File: src/rtl/cab_pkg.sv
package cab_pkg;

  typedef enum logic {
    PORT_ADDR = 1'b0,
    PORT_DATA = 1'b1
  } port_e;

  function automatic logic [31:0] len_mask(logic [2:0] len);
    case (len)
      3'd1:    return 32'h0000_00ff;
      3'd2:    return 32'h0000_ffff;
      3'd3:    return 32'h00ff_ffff;
      default: return 32'hffff_ffff;
    endcase
  endfunction

  // reverse byte order within the low len bytes
  function automatic logic [31:0] byte_rev(logic [31:0] d, logic [2:0] len);
    case (len)
      3'd1:    return {24'h0, d[7:0]};
      3'd2:    return {16'h0, d[7:0], d[15:8]};
      3'd3:    return {8'h0, d[7:0], d[15:8], d[23:16]};
      default: return {d[7:0], d[15:8], d[23:16], d[31:24]};
    endcase
  endfunction

  function automatic logic len_legal(logic [2:0] len);
    return (len == 3'd1) || (len == 3'd2) || (len == 3'd4);
  endfunction

endpackage

File: src/rtl/cab_sel_reg.sv
module cab_sel_reg (
  input  logic        clk_i,
  input  logic        rst_ni,
  input  logic        wr_en_i,
  input  logic [31:0] wdata_i,
  output logic [31:0] q_o
);
  always_ff @(posedge clk_i or negedge rst_ni) begin
    if (!rst_ni)      q_o <= '0;
    else if (wr_en_i) q_o <= wdata_i;
  end
endmodule

File: src/rtl/cab_decode.sv
module cab_decode #(
  parameter int CFG_BYTES = 256,
  localparam int OFF_W = $clog2(CFG_BYTES)
) (
  input  logic [31:0]      sel_i,
  input  logic [1:0]       port_off_i,
  input  logic [2:0]       len_i,
  output logic             enable_o,
  output logic [7:0]       bus_o,
  output logic [7:0]       devfn_o,
  output logic [OFF_W-1:0] off_o,
  output logic [2:0]       xfer_len_o
);
  logic [31:0]  eff;
  logic [OFF_W:0] remaining;
  logic [OFF_W:0] len_ext;
  logic         unused_hi;

  assign eff       = sel_i | {30'h0, port_off_i};
  assign enable_o  = eff[31];
  assign bus_o     = eff[23:16];
  assign devfn_o   = eff[15:8];
  assign off_o     = eff[OFF_W-1:0];
  assign unused_hi = ^eff[30:24];

  assign remaining = (OFF_W+1)'(CFG_BYTES) - {1'b0, off_o};
  assign len_ext   = {{(OFF_W-2){1'b0}}, len_i};

  always_comb begin
    if (len_ext > remaining) xfer_len_o = remaining[2:0];
    else                     xfer_len_o = len_i;
  end
endmodule

File: src/rtl/cab_presence.sv
module cab_presence #(
  parameter int NUM_BUS = 2,
  localparam int PRES_W = NUM_BUS * 256,
  localparam int IDX_W  = $clog2(PRES_W)
) (
  input  logic [PRES_W-1:0] present_i,
  input  logic [PRES_W-1:0] hotplug_i,
  input  logic [7:0]        bus_i,
  input  logic [7:0]        devfn_i,
  output logic              visible_o
);
  logic             in_range;
  logic [IDX_W-1:0] idx_fn;
  logic [IDX_W-1:0] idx_f0;
  logic             fn_present;
  logic             f0_present;
  logic             orphan;

  assign in_range = int'(bus_i) < NUM_BUS;
  assign idx_fn   = IDX_W'({bus_i, devfn_i});
  assign idx_f0   = IDX_W'({bus_i, devfn_i[7:3], 3'b000});

  always_comb begin
    fn_present = 1'b0;
    f0_present = 1'b0;
    orphan     = 1'b0;
    if (in_range) begin
      fn_present = present_i[idx_fn];
      f0_present = present_i[idx_f0];
      orphan     = hotplug_i[idx_fn] && (devfn_i[2:0] != 3'd0) && !f0_present;
    end
  end

  assign visible_o = fn_present && !orphan;
endmodule

File: src/rtl/cfg_access_bridge.sv
module cfg_access_bridge
  import cab_pkg::*;
#(
  parameter int NUM_BUS    = 2,
  parameter int CFG_BYTES  = 256,
  parameter bit BIG_ENDIAN = 1'b0,
  localparam int OFF_W  = $clog2(CFG_BYTES),
  localparam int PRES_W = NUM_BUS * 256
) (
  input  logic              clk_i,
  input  logic              rst_ni,
  input  logic              host_valid_i,
  input  logic              host_write_i,
  input  logic              host_sel_i,
  input  logic [1:0]        host_off_i,
  input  logic [2:0]        host_len_i,
  input  logic [31:0]       host_wdata_i,
  output logic              host_rvalid_o,
  output logic [31:0]       host_rdata_o,
  output logic              cfg_req_o,
  output logic              cfg_write_o,
  output logic [7:0]        cfg_bus_o,
  output logic [7:0]        cfg_devfn_o,
  output logic [OFF_W-1:0]  cfg_off_o,
  output logic [2:0]        cfg_len_o,
  output logic [31:0]       cfg_wdata_o,
  input  logic [31:0]       cfg_rdata_i,
  input  logic [PRES_W-1:0] dev_present_i,
  input  logic [PRES_W-1:0] dev_hotplug_i
);
  port_e       port;
  logic        sel_wr;
  logic [31:0] sel_wdata;
  logic [31:0] sel_q;
  logic [31:0] sel_rd;
  logic        enable;
  logic        visible;
  logic [2:0]  xfer_len;
  logic        data_acc;
  logic        fwd;
  logic [31:0] wdata_host;
  logic [31:0] rdata_dev;
  logic [31:0] rdata_host;
  logic [31:0] rdata_nxt;

  assign port   = port_e'(host_sel_i);
  assign sel_wr = host_valid_i && host_write_i && (port == PORT_ADDR) &&
                  (host_off_i == 2'd0) && (host_len_i == 3'd4);

  assign rdata_dev = cfg_rdata_i & len_mask(xfer_len);

  generate
    if (BIG_ENDIAN) begin : g_be
      assign sel_wdata  = byte_rev(host_wdata_i, 3'd4);
      assign sel_rd     = byte_rev(sel_q, 3'd4);
      assign wdata_host = byte_rev(host_wdata_i, host_len_i);
      assign rdata_host = byte_rev(rdata_dev, xfer_len);
    end else begin : g_le
      assign sel_wdata  = host_wdata_i;
      assign sel_rd     = sel_q;
      assign wdata_host = host_wdata_i;
      assign rdata_host = rdata_dev;
    end
  endgenerate

  cab_sel_reg u_sel (
    .clk_i   (clk_i),
    .rst_ni  (rst_ni),
    .wr_en_i (sel_wr),
    .wdata_i (sel_wdata),
    .q_o     (sel_q)
  );

  cab_decode #(.CFG_BYTES(CFG_BYTES)) u_dec (
    .sel_i      (sel_q),
    .port_off_i (host_off_i),
    .len_i      (host_len_i),
    .enable_o   (enable),
    .bus_o      (cfg_bus_o),
    .devfn_o    (cfg_devfn_o),
    .off_o      (cfg_off_o),
    .xfer_len_o (xfer_len)
  );

  cab_presence #(.NUM_BUS(NUM_BUS)) u_pres (
    .present_i (dev_present_i),
    .hotplug_i (dev_hotplug_i),
    .bus_i     (cfg_bus_o),
    .devfn_i   (cfg_devfn_o),
    .visible_o (visible)
  );

  assign data_acc    = host_valid_i && (port == PORT_DATA);
  assign fwd         = data_acc && enable && len_legal(host_len_i) && visible;
  assign cfg_req_o   = fwd;
  assign cfg_write_o = host_write_i;
  assign cfg_len_o   = xfer_len;
  assign cfg_wdata_o = wdata_host & len_mask(xfer_len);

  always_comb begin
    if (port == PORT_ADDR) rdata_nxt = sel_rd;
    else if (fwd)          rdata_nxt = rdata_host;
    else                   rdata_nxt = 32'hffff_ffff;
  end

  always_ff @(posedge clk_i or negedge rst_ni) begin
    if (!rst_ni) begin
      host_rvalid_o <= 1'b0;
      host_rdata_o  <= '0;
    end else begin
      host_rvalid_o <= host_valid_i && !host_write_i;
      if (host_valid_i && !host_write_i) host_rdata_o <= rdata_nxt;
    end
  end

  AST_SEL_HOLD: assert property (@(posedge clk_i) disable iff (!rst_ni)
    !(host_valid_i && host_write_i && !host_sel_i && host_off_i == 2'd0 && host_len_i == 3'd4)
    |=> $stable(sel_q));
  AST_REQ_NEEDS_EN: assert property (@(posedge clk_i) disable iff (!rst_ni)
    cfg_req_o |-> sel_q[31]);
  AST_LEN_IN_SPACE: assert property (@(posedge clk_i) disable iff (!rst_ni)
    cfg_req_o |-> (cfg_len_o != 3'd0 && cfg_len_o <= 3'd4 &&
                   32'(cfg_off_o) + 32'(cfg_len_o) <= CFG_BYTES));
  AST_RD_RSP: assert property (@(posedge clk_i) disable iff (!rst_ni)
    (host_valid_i && !host_write_i) |=> host_rvalid_o);
  AST_WR_NO_RSP: assert property (@(posedge clk_i) disable iff (!rst_ni)
    (host_valid_i && host_write_i) |=> !host_rvalid_o);
  AST_BAD_LEN_QUIET: assert property (@(posedge clk_i) disable iff (!rst_ni)
    (host_valid_i && host_sel_i && !(host_len_i inside {3'd1, 3'd2, 3'd4})) |-> !cfg_req_o);

endmodule

File: config.mk
export PLATFORM = sky130hd
export DESIGN_NAME = cfg_access_bridge
export DESIGN_NICKNAME = d
export VERILOG_FILES = /design/src/rtl/cab_pkg.sv /design/src/rtl/cab_sel_reg.sv /design/src/rtl/cab_decode.sv /design/src/rtl/cab_presence.sv /design/src/rtl/cfg_access_bridge.sv
export SDC_FILE = /design/constraint.sdc
export NUM_CORES = 1
export LEC_CHECK = 0
export BUFFER_PORTS_ARGS = -buffer_cell sky130_fd_sc_hd__buf_2
export CAP_MARGIN = 20
export CORE_AREA = 4 4 459 461
export CTS_CLUSTER_DIAMETER = 150
export CTS_CLUSTER_SIZE = 25
export DETAILED_ROUTE_END_ITERATION = 8
export DIE_AREA = 0 0 463 465
export PLACE_DENSITY_LB_ADDON = 0.15
export SLEW_MARGIN = 0
export SYNTH_ARGS = -nofsm -noshare
export SYNTH_HDL_FRONTEND = slang
export SYNTH_SLANG_ARGS = --single-unit
File: constraint.sdc
create_clock -name clk_i -period 6 [get_ports clk_i]
set_clock_uncertainty 0.1 [all_clocks]
set_input_delay 0.6 -clock clk_i [delete_from_list [all_inputs] [get_ports clk_i]]
set_output_delay 0.6 -clock clk_i [all_outputs]
set_load 0.02 [all_outputs]
==> results.cfg <==
[cells_and_area]
final_cell_mix = 1190 x buf_2, 204 x mux4_2, 143 x mux2i_1
design_area_um2 = 22500
syn2layout_area_growth_pct = 72.6
fill_cells = 24000
multi_input_area_um2 = 10400
layout_commonest_cell = buf_2
seq_area_um2 = 1650
drive_gt1_frac = 0.683
fin_nets = 3419

[setup_path]
cp-end-kind = output port
critPathRequiredTime_ps = 5300
regToRegSetupSlack_ps = 1080
startpoint_type = register
criticalPathCategory = register to output port
crit_path_max_fanout = 35
worst_ep_arrival_time_ps = 4810

[global_routing]
globalRouteTotalUtil = 0.144
grt_pass1_vias = 17900
gr-total-overflow = 0
grt_max_degree = 73
grt_pass1_wl_um = 203000
grt_antenna_before_repair = 119

[sta]
slew_viol_final = 0
finalCritPeriodShare = 0.918
finalHoldViolCount = 0
worst_pin_slew_ps = 1160
fin_crit_ps = 5510
slew_headroom = 0.229
tns_ps = 0
fmax_ghz = 0.182
final-setup-viol-count = 0
rsz0062_at_grt = no

[run_status]
outcome = finished, final reports clean

[drt]
ant_nets = 0
via_per_inst = 3.33
wl_per_cell_um = 32.5
drc = 0
initialDrtViolationCount = 951
vias = 16800
drt_first_pass_iters = 5
wirelength_um = 164000

[pwr]
peakVddDrop_mv = 0.139
leakage_nw = 9.09
p_per_area_nw_per_um2 = 150

[logic_synthesis]
netlist_area_um2 = 13000
avgSynthCellArea_um2 = 11.0
synth_seq_cells = 65
async_flop_share = 1.00
synth_nets = 2285
synth_top_flop_cell = dfrtp_1
yosysUniqueCellTypes = 74
postSynthCellCount = 1183
yosysWarnings = 0
yosysSeqAreaShare = 0.125
synth_edf_count = 0

[run]
cap_violations = 0

[place]
dp_hpwl_um = 146000
io_buffers = 1191
dpl_cell_area_um2 = 22100
gp_congestion = 0.925

[die]
core.rowCount = 167
pin_count = 1192
die_w_um = 463
core_area_um2 = 206000
dieHeight_um = 465
die_area_um2 = 215000
initial_core_util = 0.0631

[clocking]
path_clk_slew_ps = 60
h-tree-depth = 3
cts_resized = 0
cts_hold_buf = 0
cts_inserted_buffers = 9
cts-root-buf = clkbuf_16
clockBufferDepth = 2
clk-insertion-delay-late_ps = 370
cts.sinks = 65
tritoncts = built
post_cts_buffers = 0

[worst_hold_path]
worstHoldPathType = input pin to asynchronous set/reset pin
==> cell type report <==
cell class                      instances  share of cell area
Inverter                               16             0.00278
Multi-Input combinational cell        950               0.461
Antenna cell                           17             0.00189
Clock buffer                           10              0.0102
Tap cell                             2704               0.150
Timing Repair Buffer                 1275               0.296
Clock inverter                          6             0.00412
Sequential cell                        65              0.0732
==> power by group <==
part,internal (mW),switching [mW]
combinational,0.909,1.28
clock,0.366,0.239
sequential,0.485,0.0819
total,1.76,1.60
==> logic make-up (layout without fill, tap and decap cells) <==
logic type      count (synthesis)  after routing  synth area share
xor+xnor                        2              2           0.00134
buf+inv                       168           1307            0.0826
flops                          65             65             0.125
simple gates                  260            260             0.107
compound gates                277            277             0.146
mux                           407            407             0.535
other cells                     0             17                 0
fa+ha+maj                       4              4           0.00384
==> final timing paths <==
check	end	startpoint	depth (start not counted)
worst max-delay path	cfg_req_o	u_sel.q_o[8]$_DFFE_PN0P_	10
worst min-delay path	u_sel.q_o[4]$_DFFE_PN0P_	rst_ni	1
worst max register to register	host_rdata_o[10]$_DFFE_PN0P_	u_sel.q_o[8]$_DFFE_PN0P_	11
worst min register to register	u_sel.q_o[29]$_DFFE_PN0P_	u_sel.q_o[29]$_DFFE_PN0P_	1
max in group asynchronous	u_sel.q_o[12]$_DFFE_PN0P_	rst_ni	2
min in group clk_i	u_sel.q_o[7]$_DFFE_PN0P_	host_wdata_i[7]	2
==> worst max-delay path: stages (launching register included) <==
cell and delay (ps):
dfrtp_4 870, buf_12 340, mux4_2 530, and2_1 180, a211oi_1 770, a31oi_1 250, a211oi_1 290, a311o_1 370
nor3_1 110, o31a_4 400, buf_2 180
==> stage by stage <==
stage               std cells  power (mW)  hold slack (ps)   util  worst slack, ps
finish                   5043        3.36             27.6  0.109              493
detailed placement       5010        2.87              389  0.107              746
floorplan                1183        1.54              204      -             2030
CTS                      5026        3.50             24.0  0.109              324
global route             5030        3.58             30.1  0.109              385
global placement         5008        2.88              384  0.107              636
==> sequential cells by signal, indices dropped and copies added, names as in the netlist <==
name           flops
host_rdata_o      32
host_rvalid_o      1
u_sel.q_o         32
==> per-layer routing <==
metal,vias to the layer above,track usage,share of wire
met5,-,0,0.0022
met4,58,0.00959,0.0077
met3,149,0.0417,0.074
met2,929,0.254,0.49
met1,8470,0.182,0.42
li1,7181,-,-
==> synth_stat cells, types with 3 or more instances <==
cell | number | area, um2
a2111oi_0 | 3 | 26.3
nor4_1 | 10 | 62.6
nor3_1 | 10 | 50.1
nor2_1 | 27 | 101
a21oi_1 | 68 | 340
buf_4 | 52 | 390
a221oi_1 | 3 | 26.3
mux4_1 | 18 | 473
buf_1 | 6 | 22.5
nand2b_1 | 8 | 50.1
mux2_2 | 42 | 473
o221ai_1 | 4 | 35.0
a22o_1 | 5 | 43.8
a21oi_2 | 16 | 140
buf_2 | 37 | 185
nand2_1 | 62 | 233
or3_1 | 35 | 219
a211o_1 | 3 | 26.3
dfrtp_1 | 65 | 1630
and2_1 | 36 | 225
buf_12 | 4 | 80.1
o22ai_1 | 11 | 68.8
o21ai_0 | 42 | 210
a311oi_1 | 4 | 35.0
o211ai_1 | 4 | 30.0
nor3b_1 | 8 | 60.1
nand4_1 | 11 | 68.8
nand3b_1 | 3 | 22.5
nor2b_1 | 9 | 56.3
mux4_2 | 204 | 4590
buf_6 | 14 | 158
a21oi_4 | 3 | 48.8
buf_8 | 3 | 45.0
nand3_1 | 25 | 125
inv_1 | 12 | 45.0
ha_1 | 4 | 50.1
a22oi_1 | 59 | 443
mux2i_1 | 143 | 1430
or2_2 | 4 | 25.0
clkbuf_1 | 36 | 135
a211oi_1 | 16 | 120
a31oi_1 | 12 | 75.1
Note: power is estimated with default switching activity, not from simulation.
